<file path="config.mk">
export PLATFORM = sky130hd
export DESIGN_NAME = sp_wr_guard
export DESIGN_NICKNAME = d
export VERILOG_FILES = /design/src/rtl/sp_wr_guard.sv
export SDC_FILE = /design/constraint.sdc
export NUM_CORES = 1
export LEC_CHECK = 0
export BUFFER_PORTS_ARGS = -buffer_cell sky130_fd_sc_hd__buf_4
export CAP_MARGIN = 40
export CORE_AREA = 10 10 47 49
export CTS_CLUSTER_SIZE = 25
export DETAILED_ROUTE_END_ITERATION = 8
export DIE_AREA = 0 0 57 59
export GPL_TIMING_DRIVEN = 1
export PLACE_DENSITY = 0.56
export SLEW_MARGIN = 20
export SYNTH_ARGS = -nofsm -noshare
export SYNTH_HDL_FRONTEND = slang
export SYNTH_SLANG_ARGS = --single-unit
</file>
<file path="constraint.sdc">
create_clock -name clk -period 1.3 [get_ports clk]
set_input_delay 0.065 -clock clk [delete_from_list [all_inputs] [get_ports clk]]
set_output_delay 0.065 -clock clk [all_outputs]
set_load 0.01 [all_outputs]
</file>
<file path="src/rtl/sp_wr_guard.sv">
module sp_wr_guard #(
  parameter int unsigned ADDR_W  = 9,
  parameter logic [1:0]  BP_INIT = 2'b00
) (
  input  logic              clk,
  input  logic              por_n,
  input  logic              rst_n,
  input  logic              wp_n,
  input  logic              term_evt,
  input  logic              term_clean,
  input  logic [2:0]        cmd_kind,
  input  logic [ADDR_W-1:0] addr,
  input  logic [7:0]        sr_data,
  input  logic              cycle_done,
  output logic              wel,
  output logic [1:0]        bp,
  output logic              perm_array,
  output logic              perm_status,
  output logic              go_array,
  output logic              go_status
);
  localparam logic [2:0] K_SET  = 3'd1;
  localparam logic [2:0] K_CLR  = 3'd2;
  localparam logic [2:0] K_ARR  = 3'd3;
  localparam logic [2:0] K_STAT = 3'd4;

  logic ok_end, locked;

  assign ok_end = term_evt && term_clean;

  always_comb begin
    unique case (bp)
      2'b00:   locked = 1'b0;
      2'b01:   locked = &addr[ADDR_W-1 -: 2];
      2'b10:   locked = addr[ADDR_W-1];
      default: locked = 1'b1;
    endcase
  end

  assign perm_status = wp_n && wel;
  assign perm_array  = perm_status && !locked;
  assign go_array    = ok_end && cmd_kind == K_ARR  && perm_array;
  assign go_status   = ok_end && cmd_kind == K_STAT && perm_status;

  always_ff @(posedge clk or negedge por_n) begin
    if (!por_n)                          wel <= 1'b0;
    else if (!rst_n || !wp_n)            wel <= 1'b0;
    else if (cycle_done)                 wel <= 1'b0;
    else if (ok_end && cmd_kind == K_CLR) wel <= 1'b0;
    else if (ok_end && cmd_kind == K_SET) wel <= 1'b1;
  end

  always_ff @(posedge clk or negedge por_n) begin
    if (!por_n)         bp <= BP_INIT;
    else if (go_status) bp <= sr_data[3:2];
  end
endmodule


</file>
==> Word-level counts from Yosys, hierarchy flattened <==
Cells that the tools add are included.
{ "word_totals": {"latchBits": 0, "ram_bits": 0, "register_bits": 3, "input_bits": 27, "n_memories": 0, "mem_bits_ro": 0, "elab_cells": 29} }
{ "classes": {"reduce_logical": 16, "addsub": 0, "eq_ne": 6, "shifts": 0, "bitwise_logic": 0, "muxes": 5, "n_mul": 0, "n_div": 0, "order_cmp": 0} }
{ "ops": {"columns": ["operator", "count"], "rows": [
  ["1-bit logical AND", 9],
  ["3-bit by 2-bit == test with 1-bit output (second input constant)", 2],
  ["1-bit 2-to-1 mux", 4],
  ["4-bit nonzero test", 1],
  ["3-bit by 1-bit == test with 1-bit output (second input constant)", 1],
  ["3-bit == test (second input constant)", 1],
  ["1-bit logical NOT", 3],
  ["1-bit one-hot mux with 3 select lines", 1],
  ["2-bit by 1-bit == test with 1-bit output (second input constant)", 1],
  ["2-bit == test (second input constant)", 1],
  ["2-bit logical NOT", 1],
  ["2-bit AND reduction", 1],
  ["1-bit logical OR", 1]
]} }

==> Logic depth before layout (Yosys ltp) <==
{ "depth": {"ltp_word": 6, "mapped_depth": 3} }

==> Worst setup path after synthesis <==
No wires, ideal clock.
{ "synth_path": {"kind": "reg2reg", "from": "reg wel", "to": "reg bp[0]", "path_stages_with_launch": 4, "setup_slack_ns": -0.033, "t_arrival_ns": 1.208, "required_time_ns": 1.175, "path_buffers": 0, "path_cell_list": "dfrtp_1 nand2_2 nor4_4 mux2_2"} }
{ "synth_via": {"elab_chain_len": 2} }
{ "synth_rtl": {"columns": ["item", "line_no", "text"], "rows": [
  ["start, declared", "15", "output logic wel,"],
  ["start signal, assigned", "46", "if (!por_n) wel <= 1'b0;"],
  ["start signal, assigned", "47", "else if (!rst_n || !wp_n) wel <= 1'b0;"],
  ["start signal, assigned", "48", "else if (cycle_done) wel <= 1'b0;"],
  ["1-bit logical AND", "40", "assign perm_status = wp_n && wel;"],
  ["1-bit logical AND", "43", "assign go_status = ok_end && cmd_kind == K_STAT && perm_status;"],
  ["net go_status", "20", "output logic go_status"],
  ["end signal, assigned", "55", "else if (go_status) bp <= sr_data[3:2];"],
  ["end, declared", "16", "output logic [1:0] bp,"]
]} }
The timed path passes the listed nets, and every way through them passes these cells.
A chain may end at the register's enable or synchronous reset.

==> Final worst setup path <==
{ "layout_path": {"from": "reg bp[0]", "to": "out go_array"} }
{ "layout_via": {"elab_chain_len": 5, "elab_cells_between_ends": 7, "cone_classes": "eq/ne (2); mux (1); reduce/logical (4)"} }
{ "layout_rtl": {"columns": ["item", "line_no", "text"], "rows": [
  ["2-bit == test (tied with other cells)", "32", "unique case (bp)"],
  ["1-bit one-hot mux with 3 select lines (*)", "32", null],
  ["1-bit logical NOT (*)", "41", "assign perm_array = perm_status && !locked;"],
  ["1-bit logical AND (*)", "41", null],
  ["1-bit logical AND (*)", "42", "assign go_array = ok_end && cmd_kind == K_ARR && perm_array;"],
  ["end, declared", "19", "output logic go_array,"]
]} }
Mark *: on every way between the ends. The rest lies on a longest branch, timed or not.

==> results.rst <==
.. list-table::
   :header-rows: 1

   * - Metric
     - Value
   * - Run status
     - finished, violations left
   * - Violations in the final reports
     - setup timing
   * - Setup ws final
     - -0.1346 ns
   * - Yosys cell types
     - 15
   * - Post-detail-place hpwl
     - between 700 and 800 µm
   * - Residual overflow from global routing
     - 0
   * - Cell taking the most area after synthesis
     - sky130_fd_sc_hd__dfrtp_1
   * - Max Fclk
     - between 600 and 700 MHz
   * - Summed instance area of the synthesized netlist
     - between 200 and 250 µm²
   * - Dpl ws
     - around 0.07 ns
   * - Commonest cells post-synth
     - sky130_fd_sc_hd__dfrtp_1 (3), sky130_fd_sc_hd__mux2_2 (2)
   * - Worst hold path type
     - input pin to flip-flop
   * - Fin. max-slew vios
     - 0
   * - Final worst path period need
     - 1.435 ns
   * - Portion of the clock cycle consumed by the worst path in the final layout
     - 110.4%
   * - Synthesized-area fraction occupied by and/or/nand/nor cells
     - about a third
   * - Starting DRT DRC Count
     - 3
   * - Clock latency at the later pin of the worst-skew pair
     - 0.23 ns
   * - Clock-pin slew of the registers on the worst-case setup and hold paths
     - 0.04 ns
   * - Cells taking the most area after synthesis
     - sky130_fd_sc_hd__dfrtp_1 (37%), sky130_fd_sc_hd__mux2_2 (11%), sky130_fd_sc_hd__nor4_4 (10%), sky130_fd_sc_hd__a221oi_2 (7.4%), sky130_fd_sc_hd__and4b_1 (4.9%)
   * - Core region area
     - ~0.0014 mm²
   * - Sort of element at the start of the critical path
     - flip-flop
   * - Count of input and output buffers
     - 20
   * - Category of the critical setup timing path
     - flip-flop to output port
   * - Cell with the most instances after synthesis
     - sky130_fd_sc_hd__dfrtp_1
   * - Area delta synth->final
     - 122.2%
   * - Count of filler cells inserted in the layout
     - 160
   * - Gate count after technology mapping
     - 18
   * - Die ar.
     - around 0.0034 mm²
   * - Arr. time, crit path
     - around 1.4 ns
   * - Largest family of logic cells by synthesized area
     - simple AND/OR/NAND/NOR gates
   * - Worst slew pin tran
     - roughly 0.28 ns
   * - Share of cells above drive strength 1
     - between 60% and 70%
   * - Power Dens Cells
     - 681.6 mW/mm²
   * - Post-Layout Inst Area
     - between 400 and 500 µm²
   * - Worst slew margin
     - roughly four fifths
   * - TritonRoute pass-1 iters
     - 2
   * - Maximum number of pins on one net before global-route repair
     - 4
   * - Synthesized-area fraction occupied by adder cells
     - 0%
   * - Total of max-cap violations
     - 0
   * - Cell occurring most often along the worst timing path
     - sky130_fd_sc_hd__buf_4
   * - Top-area cell type share of the netlist area
     - around 37%
   * - ANT cells
     - 0
   * - Met2 GRT Util
     - just over 6%
   * - Capturing element type of the critical path
     - output port
   * - Number of enable flip-flop cells after synthesis
     - 0
   * - Avg Synthesized Cell Area
     - 11.26 µm²
   * - Mux contribution to synthesized area
     - ~11%
   * - Register bit count reported by yosys
     - 3
   * - Number of nets in the finished design
     - 76
   * - Wirelength, routed
     - roughly 860 µm
   * - Portion of the post-synthesis area used by sequential elements
     - approximately 37%
   * - Aggregate global-route resource usage
     - 5.635%
   * - Number of warnings issued by yosys
     - 0
   * - Share of the synthesized area in compound gates (AO/OA/AOI/OAI)
     - 18.52%
   * - Worst Path Required
     - around 1.2 ns
   * - Vias per Instance
     - 4.156
   * - ANT nets after route
     - 0
   * - Final hold violation count
     - 0
   * - Global-route track usage on met1
     - between 6 and 7%
   * - Number of setup violations in the final report
     - 2
   * - Leakage power
     - ~0.25 nW
   * - Weighted congestion at the end of routability-driven global placement
     - between 0.6 and 0.7
   * - WHS
     - 0.04113 ns
   * - Number of cell rows
     - 14
   * - Global-route track usage on met3
     - 4.936%
   * - Delay of the slowest critical-path stage
     - around 0.37 ns
   * - Crit-path cells
     - buf_4, a221oi_2, and3_1, buf_4
   * - I/O pin count
     - 34
   * - Crit-path slowest cell
     - sky130_fd_sc_hd__dfrtp_1
   * - RSZ-0062 raised after global routing
     - true
   * - Detailed-route via count
     - 266
   * - Gr busiest metal
     - met1
   * - Deepest clock path buffer count
     - 2
   * - Routed wire length per instance
     - 13.38 µm
   * - Synthesized Nets
     - 45
   * - Predominant post-synthesis flop cell
     - sky130_fd_sc_hd__dfrtp_1
   * - Maximum VDD drop
     - just over 300 µV
   * - Sink count of the clock tree
     - 3
   * - TritonCTS clock tree
     - built
   * - Number of antenna violations at the first check in global routing
     - 0
   * - Total cell area at the placement stage
     - between 300 and 400 µm²
   * - End-of-flow core utilization
     - 32.14%
   * - Number of levels in the clock H-tree
     - 1
   * - Starting density of the core
     - about 14%
   * - Remaining routing DRC violations
     - 0
   * - Number of buffers inserted during clock tree synthesis
     - 3
   * - Xor/xnor share of the synthesized area
     - 0%
   * - FFs w/ async S/R, synth
     - 100.0%
   * - Setup skew after layout
     - 0.001314 ns
   * - Cell at the root of the clock tree
     - sky130_fd_sc_hd__clkbuf_4
   * - Die Span Y
     - between 50 and 60 µm
   * - Global-route wire length before repair
     - between 1 and 1.5 mm
   * - Die span in x
     - roughly 57 µm
   * - Vias in the first global route
     - ~310
   * - Maximum fanout along the worst path
     - 2
-- placed cells by master (no fill, tap or decap), types with 2 or more instances in the layout --
cell type                  netlist  routed
sky130_fd_sc_hd__dfrtp_1         3       3
sky130_fd_sc_hd__buf_4           0      24
sky130_fd_sc_hd__mux2_2          2       2
sky130_fd_sc_hd__clkbuf_4        0       3
-- flip-flops by register name, indices dropped and copies added, names as in the netlist --
name,count
bp,2
wel,1
-- power by group --
group	internal, mW	total [mW]	leakage [nW]	switching [mW]
logic	0.0310	0.0474	0.196	0.0164
clock network	0.115	0.165	0.0150	0.0502
registers	0.0942	0.0943	0.0419	0.000157
total	0.240	0.307	0.253	0.0667
-- per-stage QoR --
step	setup TNS (ns)	total power, mW	cells
finish	-0.1914	0.3070	64
floorplan	-0.06585	0.1014	18
CTS	-0.2330	0.3188	64
global placement	0	0.1402	57
detailed placement	0	0.1408	57
global route	-0.3134	0.3331	64
-- area by class of cell --
| type | count | area (µm²) | area share, % |
|---|---|---|---|
| Tap cell | 16 | 20.02 | 4.444 |
| Timing Repair Buffer | 26 | 201.4 | 44.72 |
| Inverter | 1 | 3.754 | 0.8333 |
| Clock buffer | 4 | 26.28 | 5.833 |
| Multi-Input combinational cell | 14 | 123.9 | 27.50 |
| Sequential cell | 3 | 75.07 | 16.67 |
-- critical path: cells and delay by family (launching register included) --
family / cells / cell delay [ns]
flops: 1 / 0.37
buf+inv: 2 / 0.26
simple gates: 1 / 0.20
compound gates: 1 / 0.30
-- layer usage --
| layer | vias to the layer above | part of all wire (%) |
|---|---|---|
| li1 | 131 | - |
| met1 | 115 | 48 |
| met2 | 20 | 36 |
| met3 | 0 | 16 |
| met4 | 0 | 0 |
| met5 | - | 0 |
-- final timing paths --
| check | startpoint | to | slack (ns) | depth (start not counted) |
|---|---|---|---|---|
| setup / recovery | bp[0] | go_array | -0.13 | 4 |
| setup reg to reg | wel | bp[0] | 0.08 | 3 |
| max in group asynchronous | por_n | bp[0] | 1.05 | 2 |
| min in group asynchronous | por_n | bp[1] | 0.16 | 2 |
| hold reg to reg | bp[1] | bp[1] | 0.63 | 2 |
| hold / removal | cmd_kind[1] | wel | 0.04 | 2 |
-- logic make-up after synthesis --
kind of cell	Yosys count
DFF	3
and+or+nand+nor	8
muxes	2
buffers and inverters	1
AOI/OAI and AO/OA	4
-- repair_timing --
item	CTS	global route
endpoints found under the setup margin	2	2
hold endpoints to repair	3	0
pin swaps	3	3
buffers inserted	2	0
gates resized for setup	1	0
hold buffers	1	0
Power figures use the tool's default switching activity.
